### src/rtl/async_rx_pkg.sv
package async_rx_pkg;

  typedef enum logic [2:0] {
    PAR_NONE  = 3'd0,
    PAR_EVEN  = 3'd1,
    PAR_ODD   = 3'd2,
    PAR_SPACE = 3'd3,
    PAR_MARK  = 3'd4
  } par_mode_e;

  typedef struct packed {
    logic brk;
    logic match;
    logic ovr;
    logic frm;
    logic par;
  } rx_stat_t;

  localparam int STAT_W = $bits(rx_stat_t);

  typedef enum logic [2:0] {
    ST_IDLE,
    ST_START,
    ST_DATA,
    ST_PAR,
    ST_STOP,
    ST_REHUNT,
    ST_BRK
  } rx_state_e;

  function automatic logic par_active(input logic [2:0] code);
    return (code >= 3'd1) && (code <= 3'd4);
  endfunction

endpackage

### src/rtl/async_rx_sync.sv
module async_rx_sync #(
  parameter int STAGES = 2
) (
  input  logic clk_i,
  input  logic rst_ni,
  input  logic rx_i,
  input  logic cd_ni,
  input  logic cd_en_i,
  output logic rx_o,
  output logic line_ok_o
);

  logic [STAGES-1:0] rx_q, cd_q;

  if (STAGES == 1) begin : g_single
    always_ff @(posedge clk_i or negedge rst_ni) begin
      if (!rst_ni) begin
        rx_q <= '1;
        cd_q <= '1;
      end else begin
        rx_q <= STAGES'(rx_i);
        cd_q <= STAGES'(cd_ni);
      end
    end
  end else begin : g_chain
    always_ff @(posedge clk_i or negedge rst_ni) begin
      if (!rst_ni) begin
        rx_q <= '1;
        cd_q <= '1;
      end else begin
        rx_q <= {rx_q[STAGES-2:0], rx_i};
        cd_q <= {cd_q[STAGES-2:0], cd_ni};
      end
    end
  end

  assign rx_o      = rx_q[STAGES-1];
  assign line_ok_o = !cd_en_i || !cd_q[STAGES-1];

endmodule

### src/rtl/async_rx_eval.sv
module async_rx_eval
  import async_rx_pkg::*;
#(
  parameter int MIN_BITS = 5,
  parameter int MAX_BITS = 8,
  parameter int LEN_W    = 2
) (
  input  logic [MAX_BITS-1:0] shreg_i,
  input  logic [LEN_W-1:0]    len_i,
  input  logic [2:0]          par_mode_i,
  input  logic                par_bit_i,
  input  logic                stop_bit_i,
  input  logic [MAX_BITS-1:0] match_i,
  output logic [MAX_BITS-1:0] data_o,
  output logic                par_err_o,
  output logic                frm_err_o,
  output logic                brk_o,
  output logic                match_o
);

  int                  nbits;
  logic [MAX_BITS-1:0] mask;
  logic                par_exp;
  logic                par_on;

  always_comb begin
    nbits  = MIN_BITS + int'(len_i);
    data_o = shreg_i >> (MAX_BITS - nbits);
    for (int i = 0; i < MAX_BITS; i++) mask[i] = (i < nbits);

    par_on = par_active(par_mode_i);
    unique case (par_mode_i)
      PAR_EVEN:  par_exp = ^data_o;
      PAR_ODD:   par_exp = ~^data_o;
      PAR_MARK:  par_exp = 1'b1;
      default:   par_exp = 1'b0;
    endcase

    brk_o     = (data_o == '0) && !(par_on && par_bit_i) && !stop_bit_i;
    frm_err_o = !stop_bit_i;
    par_err_o = par_on && (par_bit_i != par_exp) && !brk_o;
    match_o   = !brk_o && (data_o == (match_i & mask));
  end

endmodule

### src/rtl/async_rx_fsm.sv
module async_rx_fsm
  import async_rx_pkg::*;
#(
  parameter int OSR      = 16,
  parameter int MIN_BITS = 5,
  parameter int MAX_BITS = 8,
  parameter int LEN_W    = 2
) (
  input  logic                clk_i,
  input  logic                rst_ni,
  input  logic                tick_i,
  input  logic                x16_i,
  input  logic [LEN_W-1:0]    len_i,
  input  logic                par_en_i,
  input  logic                rx_i,
  input  logic                line_ok_i,
  input  logic                brk_i,
  input  logic                frm_i,
  output logic [MAX_BITS-1:0] shreg_o,
  output logic                par_bit_o,
  output logic                done_o,
  output logic                brk_end_o
);

  localparam int CNT_W = $clog2(OSR);
  localparam int BIT_W = $clog2(MAX_BITS);
  localparam logic [CNT_W-1:0] CNT_LAST = CNT_W'(OSR - 1);
  localparam logic [CNT_W-1:0] CNT_HALF = CNT_W'(OSR / 2 - 1);

  rx_state_e           state_q;
  logic [CNT_W-1:0]    cnt_q;
  logic [BIT_W-1:0]    bit_q;
  logic [MAX_BITS-1:0] shreg_q;
  logic                par_q;
  logic                phase_end;
  logic [BIT_W-1:0]    last_bit;
  logic                step;

  assign phase_end = !x16_i || (cnt_q == CNT_LAST);
  assign last_bit  = BIT_W'(MIN_BITS - 1) + BIT_W'(len_i);
  assign step      = tick_i && line_ok_i;

  always_ff @(posedge clk_i or negedge rst_ni) begin
    if (!rst_ni) begin
      state_q <= ST_IDLE;
      cnt_q   <= '0;
      bit_q   <= '0;
      shreg_q <= '0;
      par_q   <= 1'b0;
    end else if (!line_ok_i) begin
      state_q <= ST_IDLE;
      cnt_q   <= '0;
    end else if (tick_i) begin
      unique case (state_q)
        ST_IDLE: if (!rx_i) begin
          cnt_q   <= '0;
          bit_q   <= '0;
          state_q <= x16_i ? ST_START : ST_DATA;
        end
        ST_START: if (cnt_q == CNT_HALF) begin
          cnt_q   <= '0;
          state_q <= rx_i ? ST_IDLE : ST_DATA;
        end else cnt_q <= cnt_q + 1'b1;
        ST_DATA: if (phase_end) begin
          cnt_q   <= '0;
          shreg_q <= {rx_i, shreg_q[MAX_BITS-1:1]};
          if (bit_q == last_bit) state_q <= par_en_i ? ST_PAR : ST_STOP;
          else                   bit_q   <= bit_q + 1'b1;
        end else cnt_q <= cnt_q + 1'b1;
        ST_PAR: if (phase_end) begin
          cnt_q   <= '0;
          par_q   <= rx_i;
          state_q <= ST_STOP;
        end else cnt_q <= cnt_q + 1'b1;
        ST_STOP: if (phase_end) begin
          cnt_q <= '0;
          if (brk_i)               state_q <= ST_BRK;
          else if (frm_i && x16_i) state_q <= ST_REHUNT;
          else                     state_q <= ST_IDLE;
        end else cnt_q <= cnt_q + 1'b1;
        ST_REHUNT: if (cnt_q == CNT_HALF) begin
          cnt_q   <= '0;
          state_q <= ST_IDLE;
        end else cnt_q <= cnt_q + 1'b1;
        ST_BRK: if (rx_i) state_q <= ST_IDLE;
        default: state_q <= ST_IDLE;
      endcase
    end
  end

  assign shreg_o   = shreg_q;
  assign par_bit_o = par_q;
  assign done_o    = step && (state_q == ST_STOP) && phase_end;
  assign brk_end_o = step && (state_q == ST_BRK) && rx_i;

endmodule

### src/rtl/async_rx.sv
module async_rx
  import async_rx_pkg::*;
#(
  parameter int OSR         = 16,
  parameter int SYNC_STAGES = 2,
  parameter int MIN_BITS    = 5,
  parameter int MAX_BITS    = 8,
  parameter int LEN_W       = $clog2(MAX_BITS - MIN_BITS + 1)
) (
  input  logic                clk_i,
  input  logic                rst_ni,
  input  logic                tick_i,
  input  logic                rx_i,
  input  logic                cd_ni,
  input  logic                cfg_cd_en_i,
  input  logic                cfg_x16_i,
  input  logic [LEN_W-1:0]    cfg_len_i,
  input  logic [2:0]          cfg_par_i,
  input  logic [MAX_BITS-1:0] cfg_match_i,
  input  logic                full_i,
  output logic                push_o,
  output logic [MAX_BITS-1:0] push_data_o,
  output logic [STAT_W-1:0]   push_stat_o,
  output logic                brk_start_o,
  output logic                brk_end_o
);

  logic                rx_s, line_ok;
  logic [MAX_BITS-1:0] shreg, ev_data;
  logic                par_bit, done, brk_end_ev;
  logic                ev_par, ev_frm, ev_brk, ev_match;

  async_rx_sync #(.STAGES(SYNC_STAGES)) u_sync (
    .clk_i     (clk_i),
    .rst_ni    (rst_ni),
    .rx_i      (rx_i),
    .cd_ni     (cd_ni),
    .cd_en_i   (cfg_cd_en_i),
    .rx_o      (rx_s),
    .line_ok_o (line_ok)
  );

  async_rx_fsm #(
    .OSR(OSR), .MIN_BITS(MIN_BITS), .MAX_BITS(MAX_BITS), .LEN_W(LEN_W)
  ) u_fsm (
    .clk_i     (clk_i),
    .rst_ni    (rst_ni),
    .tick_i    (tick_i),
    .x16_i     (cfg_x16_i),
    .len_i     (cfg_len_i),
    .par_en_i  (par_active(cfg_par_i)),
    .rx_i      (rx_s),
    .line_ok_i (line_ok),
    .brk_i     (ev_brk),
    .frm_i     (ev_frm),
    .shreg_o   (shreg),
    .par_bit_o (par_bit),
    .done_o    (done),
    .brk_end_o (brk_end_ev)
  );

  async_rx_eval #(
    .MIN_BITS(MIN_BITS), .MAX_BITS(MAX_BITS), .LEN_W(LEN_W)
  ) u_eval (
    .shreg_i    (shreg),
    .len_i      (cfg_len_i),
    .par_mode_i (cfg_par_i),
    .par_bit_i  (par_bit),
    .stop_bit_i (rx_s),
    .match_i    (cfg_match_i),
    .data_o     (ev_data),
    .par_err_o  (ev_par),
    .frm_err_o  (ev_frm),
    .brk_o      (ev_brk),
    .match_o    (ev_match)
  );

  logic                push_q, ovr_pend_q, brk_s_q, brk_e_q;
  logic [MAX_BITS-1:0] data_q;
  rx_stat_t            stat_q;

  always_ff @(posedge clk_i or negedge rst_ni) begin
    if (!rst_ni) begin
      push_q     <= 1'b0;
      data_q     <= '0;
      stat_q     <= '0;
      ovr_pend_q <= 1'b0;
      brk_s_q    <= 1'b0;
      brk_e_q    <= 1'b0;
    end else begin
      push_q  <= 1'b0;
      brk_s_q <= done && ev_brk;
      brk_e_q <= brk_end_ev;
      if (done) begin
        if (full_i) begin
          ovr_pend_q <= 1'b1;
        end else begin
          push_q     <= 1'b1;
          data_q     <= ev_data;
          stat_q     <= '{brk: ev_brk, match: ev_match, ovr: ovr_pend_q,
                          frm: ev_frm, par: ev_par};
          ovr_pend_q <= 1'b0;
        end
      end
    end
  end

  assign push_o      = push_q;
  assign push_data_o = data_q;
  assign push_stat_o = stat_q;
  assign brk_start_o = brk_s_q;
  assign brk_end_o   = brk_e_q;

endmodule

### config.mk
export PLATFORM = sky130hd
export DESIGN_NAME = async_rx
export DESIGN_NICKNAME = d
export VERILOG_FILES = /design/src/rtl/async_rx_pkg.sv /design/src/rtl/async_rx_sync.sv /design/src/rtl/async_rx_eval.sv /design/src/rtl/async_rx_fsm.sv /design/src/rtl/async_rx.sv
export SDC_FILE = /design/constraint.sdc
export NUM_CORES = 1
export LEC_CHECK = 0
export BUFFER_PORTS_ARGS = -buffer_cell sky130_fd_sc_hd__buf_2
export CELL_PAD_IN_SITES_DETAIL_PLACEMENT = 1
export CELL_PAD_IN_SITES_GLOBAL_PLACEMENT = 2
export CORE_AREA = 5 5 90 92
export DETAILED_ROUTE_END_ITERATION = 16
export DIE_AREA = 0 0 95 97
export GPL_ROUTABILITY_DRIVEN = 1
export GPL_TIMING_DRIVEN = 0
export PLACE_DENSITY_LB_ADDON = 0.15
export SLEW_MARGIN = 10
export SYNTH_ARGS = -nofsm -noshare
export SYNTH_HDL_FRONTEND = slang
export SYNTH_SLANG_ARGS = --single-unit
### constraint.sdc
create_clock -name clk_i -period 2.86 [get_ports clk_i]
set_clock_uncertainty 0.2 [all_clocks]
set_input_delay 0.715 -clock clk_i [delete_from_list [all_inputs] [get_ports clk_i]]
set_output_delay 0.715 -clock clk_i [all_outputs]
set_load 0.005 [all_outputs]
==> results.ini, run 1 <==
[pwr]
powerDensity_mw_per_mm2 = 793
peakVddDrop_mv = 0.342
p_leak_nw = 1.46
finalPower_mw = 2.57

[flow_run]
maxCapViolCount = 0

[sta]
tightestPinTransition_ns = 0.935
fmax_mhz = 320
relSlewSlack = 0.377
min_period_ns = 3.12
tns_ns = -0.273
finalCritPeriodShare = 1.09
hold_violations = 0
setup_viol = 2
setup_slack_ns = -0.261
drv_slew = 0
rsz0062_at_grt = true

[cts]
cts_tree = done
cts-root-buf = clkbuf_8
numCtsBuffers = 5
clock_path_buffers = 2
htreeDepth = 2
insertion_delay_ns = 0.30
clk_pin_slew_ns = 0.09
numClockSinks = 40

[run_status]
violations = setup timing
status = finished, violations left

[setup_path]
rr_worst_depth = 8
cp_slowest_stage_delay_ns = 0.50
cp-start-kind = primary input
cp.arrival_ns = 3.16
cp_max_fo = 5
r2r_slack_ns = 0.15
required_ns = 2.90
critical_path_class = primary input to flop
path_common_cell = ha_4
reg2reg_to = push_stat_o[0]$_DFFE_PN0P_
r2r_start = u_fsm.shreg_o[5]$_DFFE_PN0P_
critPathCaptureType = flop
slowest_stage = or4bb_1
path_cells = buf_12, clkinv_8, ha_4, buf_8, mux2_4, o21ai_4, ha_4, xnor2_4, xnor2_2, or4bb_1, a31o_4, a21oi_2

[logic_synthesis]
synth_edf_count = 0
synth-compound-area-share = 0.177
synth_mux_area_frac = 0.110
synthAdderAreaFrac = 0.0458
synth.cell_area_mm2 = 0.00246
yosys_warnings = 0
synth_top_family_by_area = simple AND/OR/NAND/NOR gates
synth_common_cells = 38 x nand2_1, 36 x dfrtp_1, 18 x o21ai_0
synth_xor_area_frac = 0.0464
synth_nets = 285
yosysSeqAreaShare = 0.410
netlist_instances = 255
netlist_top_cells_area = dfrtp_1 37%, mux2_2 6.4%, nand2_1 5.8%, ha_1 4.6%, dfstp_2 4.3%
synth_top_cell_by_area = dfrtp_1
synth_top_area_share = 0.367
syn-mean-instance-area_um2 = 9.63
ys_types = 60
async_flop_share = 1.00
yosysMostFrequentCell = nand2_1
synth_simple_gate_area_frac = 0.184
ys.flop_type = dfrtp_1
synth_seq_cells = 40

[cells_and_area]
nNetsFinal = 340
area_growth_pct = 32.1
fillers = 840
drive_gt1_frac = 0.350
antenna_cells = 0

[placed_design]
gp_congestion = 0.780
io_buffers = 36
dpl.hpwl_um = 5020
dp_slack_ns = -0.909

[floorplanning]
die_height_um = 97
coreArea_mm2 = 0.00714
start_util = 0.344
row_count = 31
die_w_um = 95
io_pins = 37
die_area_mm2 = 0.00922

[global_routing]
antenna_found_initial = 0
gr-total-overflow = 0
grt_pass1_vias = 2289
grt_max_degree = 41
track_usage = 0.159
grt_pass1_wl_um = 11600

[hold_path]
hp-start = u_sync.rx_q[0]$_DFF_PN1_
min_to = u_sync.rx_q[1]$_DFF_PN1_
hold_depth = 0
hold_path.class = flop to flop

[routing]
first_iter_violations = 48
dr_total_vias = 2155
drcViolationCount = 0
wirelength_um = 6870
via_per_inst = 5.26
wire_per_inst_um = 16.7
detail-route-antenna-nets = 0
first_pass_iters = 5

-- worst max path at each step --
| stage | from | end | cells after the start |
|---|---|---|---|
| 5_1_grt | cfg_len_i[0] | push_stat_o[0]$_DFFE_PN0P_ | 12 |
| 3_5_place_dp | cfg_len_i[0] | push_stat_o[0]$_DFFE_PN0P_ | 14 |
| 6_report | cfg_len_i[0] | push_stat_o[0]$_DFFE_PN0P_ | 12 |
| 2_1_floorplan | cfg_len_i[0] | push_stat_o[0]$_DFFE_PN0P_ | 13 |
| 3_3_place_gp | cfg_len_i[0] | push_stat_o[0]$_DFFE_PN0P_ | 15 |
| 4_1_cts | cfg_len_i[0] | push_stat_o[0]$_DFFE_PN0P_ | 13 |
-- timing repair --
item	4_1_cts	5_1_grt
resized for setup	22	14
hold buffers	0	0
pin swaps	8	7
gates cloned	1	0
endpoints found under the setup margin	5	5
setup buffers	11	2
-- cell usage in the layout (no fill, tap or decap), drive strengths merged, types with 3 or more instances in the layout --
master  netlist  final
a31oi         5      5
a21o          3      3
o211ai        3      3
mux2         14     14
clkbuf        8     12
nor2b         5      5
o21ai        18     18
nor2         14     14
a21oi         9      9
nor3          4      4
ha            9      9
mux2i         9      9
nand2        38     38
or3           3      3
nand3         3      3
inv           6      7
buf           2     51
nor4          4      4
nand2b        3      3
xor2          4      4
dfstp         4      4
nor3b         3      3
dfrtp        36     36
xnor2         9      9
-- layer usage --
| layer | global-route usage | vias to the layer above | routed length, um |
|---|---|---|---|
| met5 | 0 | - | 0 |
| met4 | 0.0466 | 0 | 103 |
| met3 | 0.0318 | 10 | 271 |
| met2 | 0.236 | 39 | 3070 |
| met1 | 0.232 | 1060 | 3420 |
| li1 | - | 1046 | - |
-- through the flow --
stage,area [um2],hold WS (ns),util,cells
floorplan,2530,0.145,-,255
CTS,3190,0.160,0.446,409
finish,3250,0.158,0.455,410
global placement,2840,0.146,0.398,390
global route,3250,0.163,0.455,410
detailed placement,2840,0.147,0.398,390
-- area by class of cell --
class / instances / area, um2 / share of cell area
Buffer: 8 / 43.8 / 0.0135
Clock buffer: 5 / 68.8 / 0.0212
Clock inverter: 3 / 46.3 / 0.0143
Inverter: 7 / 38.8 / 0.0120
Multi-Input combinational cell: 198 / 1580 / 0.487
Sequential cell: 40 / 1010 / 0.310
Tap cell: 99 / 124 / 0.0382
Timing Repair Buffer: 50 / 339 / 0.104
-- registers in the layout, indices dropped and copies added (netlist names) --
name / count
ovr_pend_q: 1
u_sync.rx_q: 2
u_fsm.par_bit_o: 1
push_o: 1
u_sync.cd_q: 2
push_data_o: 8
brk_start_o: 1
push_stat_o: 5
brk_end_o: 1
u_fsm.state_q: 3
u_fsm.bit_q: 3
u_fsm.shreg_o: 8
u_fsm.cnt_q: 4
-- power breakdown --
part	switching [mW]	total, mW	internal [mW]
clock network	0.227	0.490	0.263
logic	0.596	1.22	0.627
registers	0.149	0.861	0.712
-- critical path: cells and delay by family --
| kind | cells | cell delay (ns) |
|---|---|---|
| xor gates and xnor gates | 2 | 0.30 |
| adders and majority gates | 2 | 0.54 |
| buffers and inverters | 3 | 0.27 |
| and+or+nand+nor | 1 | 0.50 |
| muxes | 1 | 0.32 |
| AOI/OAI and AO/OA | 3 | 0.51 |
-- logic make-up after synthesis --
logic type,Yosys count
simple gates,90
buf+inv,17
flops,40
xor+xnor,13
compound gates,62
fa+ha+maj,9
mux,24
(Power assumes the default switching activity.)
==> run 2, diff against run 1 <==
==> constraint.sdc (replaced) <==
create_clock -name clk_i -period 2.86 [get_ports clk_i]
set_clock_uncertainty 0.2 [all_clocks]
set_input_delay 0.286 -clock clk_i [delete_from_list [all_inputs] [get_ports clk_i]]
set_output_delay 0.286 -clock clk_i [all_outputs]
set_load 0.005 [all_outputs]
==> results.ini, run 2 (synthesized netlist as in run 1, its figures left out) <==
[setup_path]
cp_max_fo = 8
r2r_slack_ns = 0.07
r2r_start = u_fsm.shreg_o[4]$_DFFE_PN0P_
cp.arrival_ns = 2.82
required_ns = 2.89
reg2reg_to = push_stat_o[0]$_DFFE_PN0P_
rr_worst_depth = 8
critical_path_class = primary input to flop
critPathCaptureType = flop
cp-start-kind = primary input

[placed_design]
dpl.hpwl_um = 4970
gp_congestion = 0.816
placed_area_mm2 = 0.00283
dp_slack_ns = -0.621
io_buffers = 36

[sta]
setup_slack_ns = 0.0749
setup_viol = 0
relSlewSlack = 0.389
fmax_mhz = 359
finalCritPeriodShare = 0.974
tightestPinTransition_ns = 0.916
drv_slew = 0
hold_violations = 0
min_period_ns = 2.79

[cts]
htreeDepth = 2
clk_pin_slew_ns = 0.08
numClockSinks = 40
numCtsBuffers = 5
clock_path_buffers = 2
cts-root-buf = clkbuf_8
insertion_delay_ns = 0.29
cts_tree = done

[routing]
drcViolationCount = 0
via_per_inst = 5.19
wl_met1_um = 3220
met2_length_um = 3210
met3_length_um = 270
wirelength_um = 6780
dr_total_vias = 2144
first_iter_violations = 61
first_pass_iters = 4
top_layer_used = met4
detail-route-antenna-nets = 0
wire_per_inst_um = 16.4

[floorplanning]
io_pins = 37
die_height_um = 97
coreArea_mm2 = 0.00714
row_count = 31
start_util = 0.344
die_w_um = 95
die_area_mm2 = 0.00922

[cells_and_area]
area_growth_pct = 29.8
layout_common_cells = 36 x nand2_1, 34 x buf_2, 32 x dfrtp_1, 17 x o21ai_0, 14 x nor2_1
stdcell_area_mm2 = 0.00319
drive_gt1_frac = 0.347
nNetsFinal = 343
mostFrequentLayoutCell = nand2_1
antenna_cells = 0
fillers = 852

[global_routing]
gr-total-overflow = 0
grt_pass1_vias = 2271
track_usage = 0.153
grt_pass1_wl_um = 11400
antenna_found_initial = 0
grt_max_degree = 41

[hold_path]
hold_depth = 2
hp-start = full_i
hold_path.class = primary input to flop
min_to = ovr_pend_q$_DFFE_PN0P_

[flow_run]
maxCapViolCount = 0

[pwr]
p_leak_nw = 1.43
peakVddDrop_mv = 0.222
powerDensity_mw_per_mm2 = 767
finalPower_mw = 2.44

[run_status]
status = finished, final reports clean

[run 2: timing repair]
| item | in CTS | in global routing |
|---|---|---|
| resized for setup | 12 | 22 |
| pin swaps | 4 | 8 |
| setup buffers | 6 | 8 |
| setup endpoints to repair | 2 | 3 |
| hold buffers | 3 | 0 |
| endpoints found under the hold margin | 38 | 0 |
[run 2: worst max path at each step]
stage,start,endpoint,slack [ns]
after floorplan,cfg_len_i[0],push_stat_o[0]$_DFFE_PN0P_,-0.12
after global placement,cfg_len_i[0],push_stat_o[0]$_DFFE_PN0P_,-0.61
after detailed placement,cfg_len_i[0],push_stat_o[0]$_DFFE_PN0P_,-0.62
after CTS,cfg_len_i[0],push_stat_o[0]$_DFFE_PN0P_,-0.04
after global routing,u_fsm.shreg_o[4]$_DFFE_PN0P_,push_stat_o[0]$_DFFE_PN0P_,-0.01
final,cfg_len_i[0],push_stat_o[0]$_DFFE_PN0P_,0.07
[run 2: per-stage QoR]
stage	instances	hold WS, ns	utilization	TNS (ns)
6_report	413	0.0548	0.447	0
5_1_grt	413	0.0454	0.447	-0.0109
4_1_cts	406	0.0443	0.431	-0.0407
3_5_place_dp	390	0.148	0.397	-1.38
3_3_place_gp	390	0.146	0.397	-1.26
2_1_floorplan	255	-0.210	-	-0.118
[run 2: layout make-up]
class	count	area (um2)	area share
repair buffers	53	340	0.107
flip-flops and latches	40	1010	0.317
multi-input cells	198	1540	0.482
clock buffers	7	86.3	0.0271
clock inverters	1	7.51	0.00235
inverters	7	38.8	0.0122
well taps	99	124	0.0389
plain buffers	8	43.8	0.0137
[run 2: routing by layer]
layer,vias up,track usage
met5,-,0
met4,0,0.0444
met3,6,0.0279
met2,38,0.246
met1,1057,0.208
li1,1043,-
[run 2: power breakdown]
part           internal [mW]  switching (mW)  leakage (nW)
registers              0.715           0.141         0.518
logic                  0.593           0.588         0.868
clock network          0.196           0.211        0.0445
total                   1.50           0.940          1.43
[run 2: critical path, cell delays in order]
cell,delay (ns)
buf_6,0.11
clkinv_8,0.05
ha_4,0.30
buf_8,0.15
mux2_4,0.33
o21ai_4,0.17
ha_4,0.24
xnor2_4,0.14
xnor2_2,0.16
or4bb_1,0.50
a31o_2,0.26
a21oi_2,0.11
==> run 3, diff against run 2 <==
--- a/config.mk
+++ b/config.mk
@@ -12,7 +12,6 @@
 export DETAILED_ROUTE_END_ITERATION = 16
 export DIE_AREA = 0 0 95 97
 export GPL_ROUTABILITY_DRIVEN = 1
-export GPL_TIMING_DRIVEN = 0
 export PLACE_DENSITY_LB_ADDON = 0.15
 export SLEW_MARGIN = 10
 export SYNTH_ARGS = -nofsm -noshare
==> results.ini, run 3 (synthesized netlist as in run 1, its figures left out) <==
[pwr]
powerDensity_mw_per_mm2 = 781
finalPower_mw = 2.42
p_int_mw = 1.52
pwr-share-clk = 0.195
p_seq_frac = 0.353
p_leak_nw = 1.46
p_sw_mw = 0.896
netSwitchingFraction = 0.370
pwr-share-comb = 0.452
peakVddDrop_mv = 0.278

[cts]
clk_pin_slew_ns = 0.08
cts_tree = done
numClockSinks = 40
htreeDepth = 2
postCtsResizedCells = 0
numCtsBuffers = 5
cts-root-buf = clkbuf_8
insertion_delay_ns = 0.30
clock_path_buffers = 2

[setup_path]
r2r_slack_ns = 0.12
cp_slowest_stage_delay_ns = 0.49
slowest_stage = or4bb_1
path_delay_family = adder cells
path_cells = buf_2, clkinv_8, ha_4, mux2_4, o21ai_2, ha_1, xnor2_1, xnor2_1, or4bb_1, a31o_2, a21oi_1
required_ns = 2.88
r2r_start = u_fsm.shreg_o[5]$_DFFE_PN0P_
startpoint = cfg_len_i[0]
rr_worst_depth = 8
cp.arrival_ns = 2.77
critPathCaptureType = flop
cp-start-kind = primary input
cp_max_fo = 16
critical_path_class = primary input to flop
path_depth = 11
crit_buf_inv = 2
path_common_cell = xnor2_1
reg2reg_to = push_stat_o[0]$_DFFE_PN0P_

[hold_path]
min_to = ovr_pend_q$_DFFE_PN0P_
hold_depth = 2
hp-start = full_i
hold_path.class = primary input to flop

[sta]
min_period_ns = 2.75
relSlewSlack = 0.397
tightestPinTransition_ns = 0.905
fmax_mhz = 364
drv_slew = 0
finalCritPeriodShare = 0.961
setup_slack_ns = 0.112
setup_viol = 0
hold_violations = 0

[routing]
first_pass_iters = 4
met3_length_um = 207
detail-route-antenna-nets = 0
drcViolationCount = 0
wire_per_inst_um = 16.0
wirelength_um = 6670
dr_total_vias = 2140
first_iter_violations = 40
met2_length_um = 3000
wl_met1_um = 3380
top_layer_used = met4
via_per_inst = 5.12

[cells_and_area]
antenna_cells = 0
drive_gt1_frac = 0.310
mostFrequentLayoutCell = nand2_1
area_growth_pct = 26.2
nNetsFinal = 348
layout_common_cells = 38 x nand2_1, 36 x dfrtp_1, 36 x buf_2, 27 x buf_4, 17 x o21ai_0

[placed_design]
dp_slack_ns = -0.199
io_buffers = 36
dpl.hpwl_um = 5200
gp_congestion = 0.763

[floorplanning]
io_pins = 37
start_util = 0.344
die_w_um = 95
die_area_mm2 = 0.00922
coreArea_mm2 = 0.00714
die_height_um = 97
row_count = 31

[global_routing]
grt_pass1_wl_um = 11400
antenna_found_initial = 0
track_usage = 0.155
gr-total-overflow = 0
grt_max_degree = 41
grt_pass1_vias = 2201

[flow_run]
maxCapViolCount = 0

[run_status]
status = finished, final reports clean

run 3: changes by cell type in the layout (fill, tap and decap cells not counted), sizes merged:
cell,change
clkbuf,-9
bufinv,+1
clkinv,+1
buf,+12
run 3: layout make-up:
type                    instances  area [um2]
fillers                       871        4040
multi-input cells             198        1410
flip-flops and latches         40        1010
repair buffers                 66         413
well taps                      99         124
clock buffers                   5        68.8
clock inverters                 3        42.5
inverters                       7        38.8
run 3: worst max path at each step:
stage | endpoint | slack [ns]
floorplan | push_stat_o[0]$_DFFE_PN0P_ | -0.12
global placement | push_stat_o[0]$_DFFE_PN0P_ | -0.12
detailed placement | push_stat_o[0]$_DFFE_PN0P_ | -0.20
CTS | push_stat_o[0]$_DFFE_PN0P_ | 0.09
global route | push_stat_o[0]$_DFFE_PN0P_ | -0.002
finish | push_stat_o[0]$_DFFE_PN0P_ | 0.11
run 3: layer usage:
layer / GRT usage / vias up
met4: 0.0411 / 0
met3: 0.0303 / 7
met1: 0.228 / 1042
met5: 0 / -
li1: - / 1059
met2: 0.229 / 32
run 3: stage by stage:
stage / instances / utilization / hold WS, ns / TNS, ns / cell area, um2
after floorplan: 255 / - / -0.210 / -0.118 / 2530
after global placement: 406 / 0.413 / 0.147 / -0.123 / 2950
after detailed placement: 406 / 0.413 / 0.147 / -0.213 / 2950
after CTS: 417 / 0.433 / 0.0487 / 0 / 3090
after global routing: 418 / 0.434 / 0.0564 / -0.00172 / 3100
final: 418 / 0.434 / 0.0519 / 0 / 3100
run 3: power by group through the flow:
stage                     clock, mW  combinational [mW]  sequential [mW]
final                         0.473                1.09            0.853
after global routing          0.518                1.22            0.880
after CTS                     0.490                1.07            0.854
after detailed placement          0                1.06            0.866
after global placement            0                1.04            0.858
after floorplan                   0               0.679            0.832
run 3: timing repair:
action,CTS,global route
buffers inserted,0,1
hold buffers,3,0
endpoints found under the hold margin,38,0
endpoints found under the setup margin,0,1
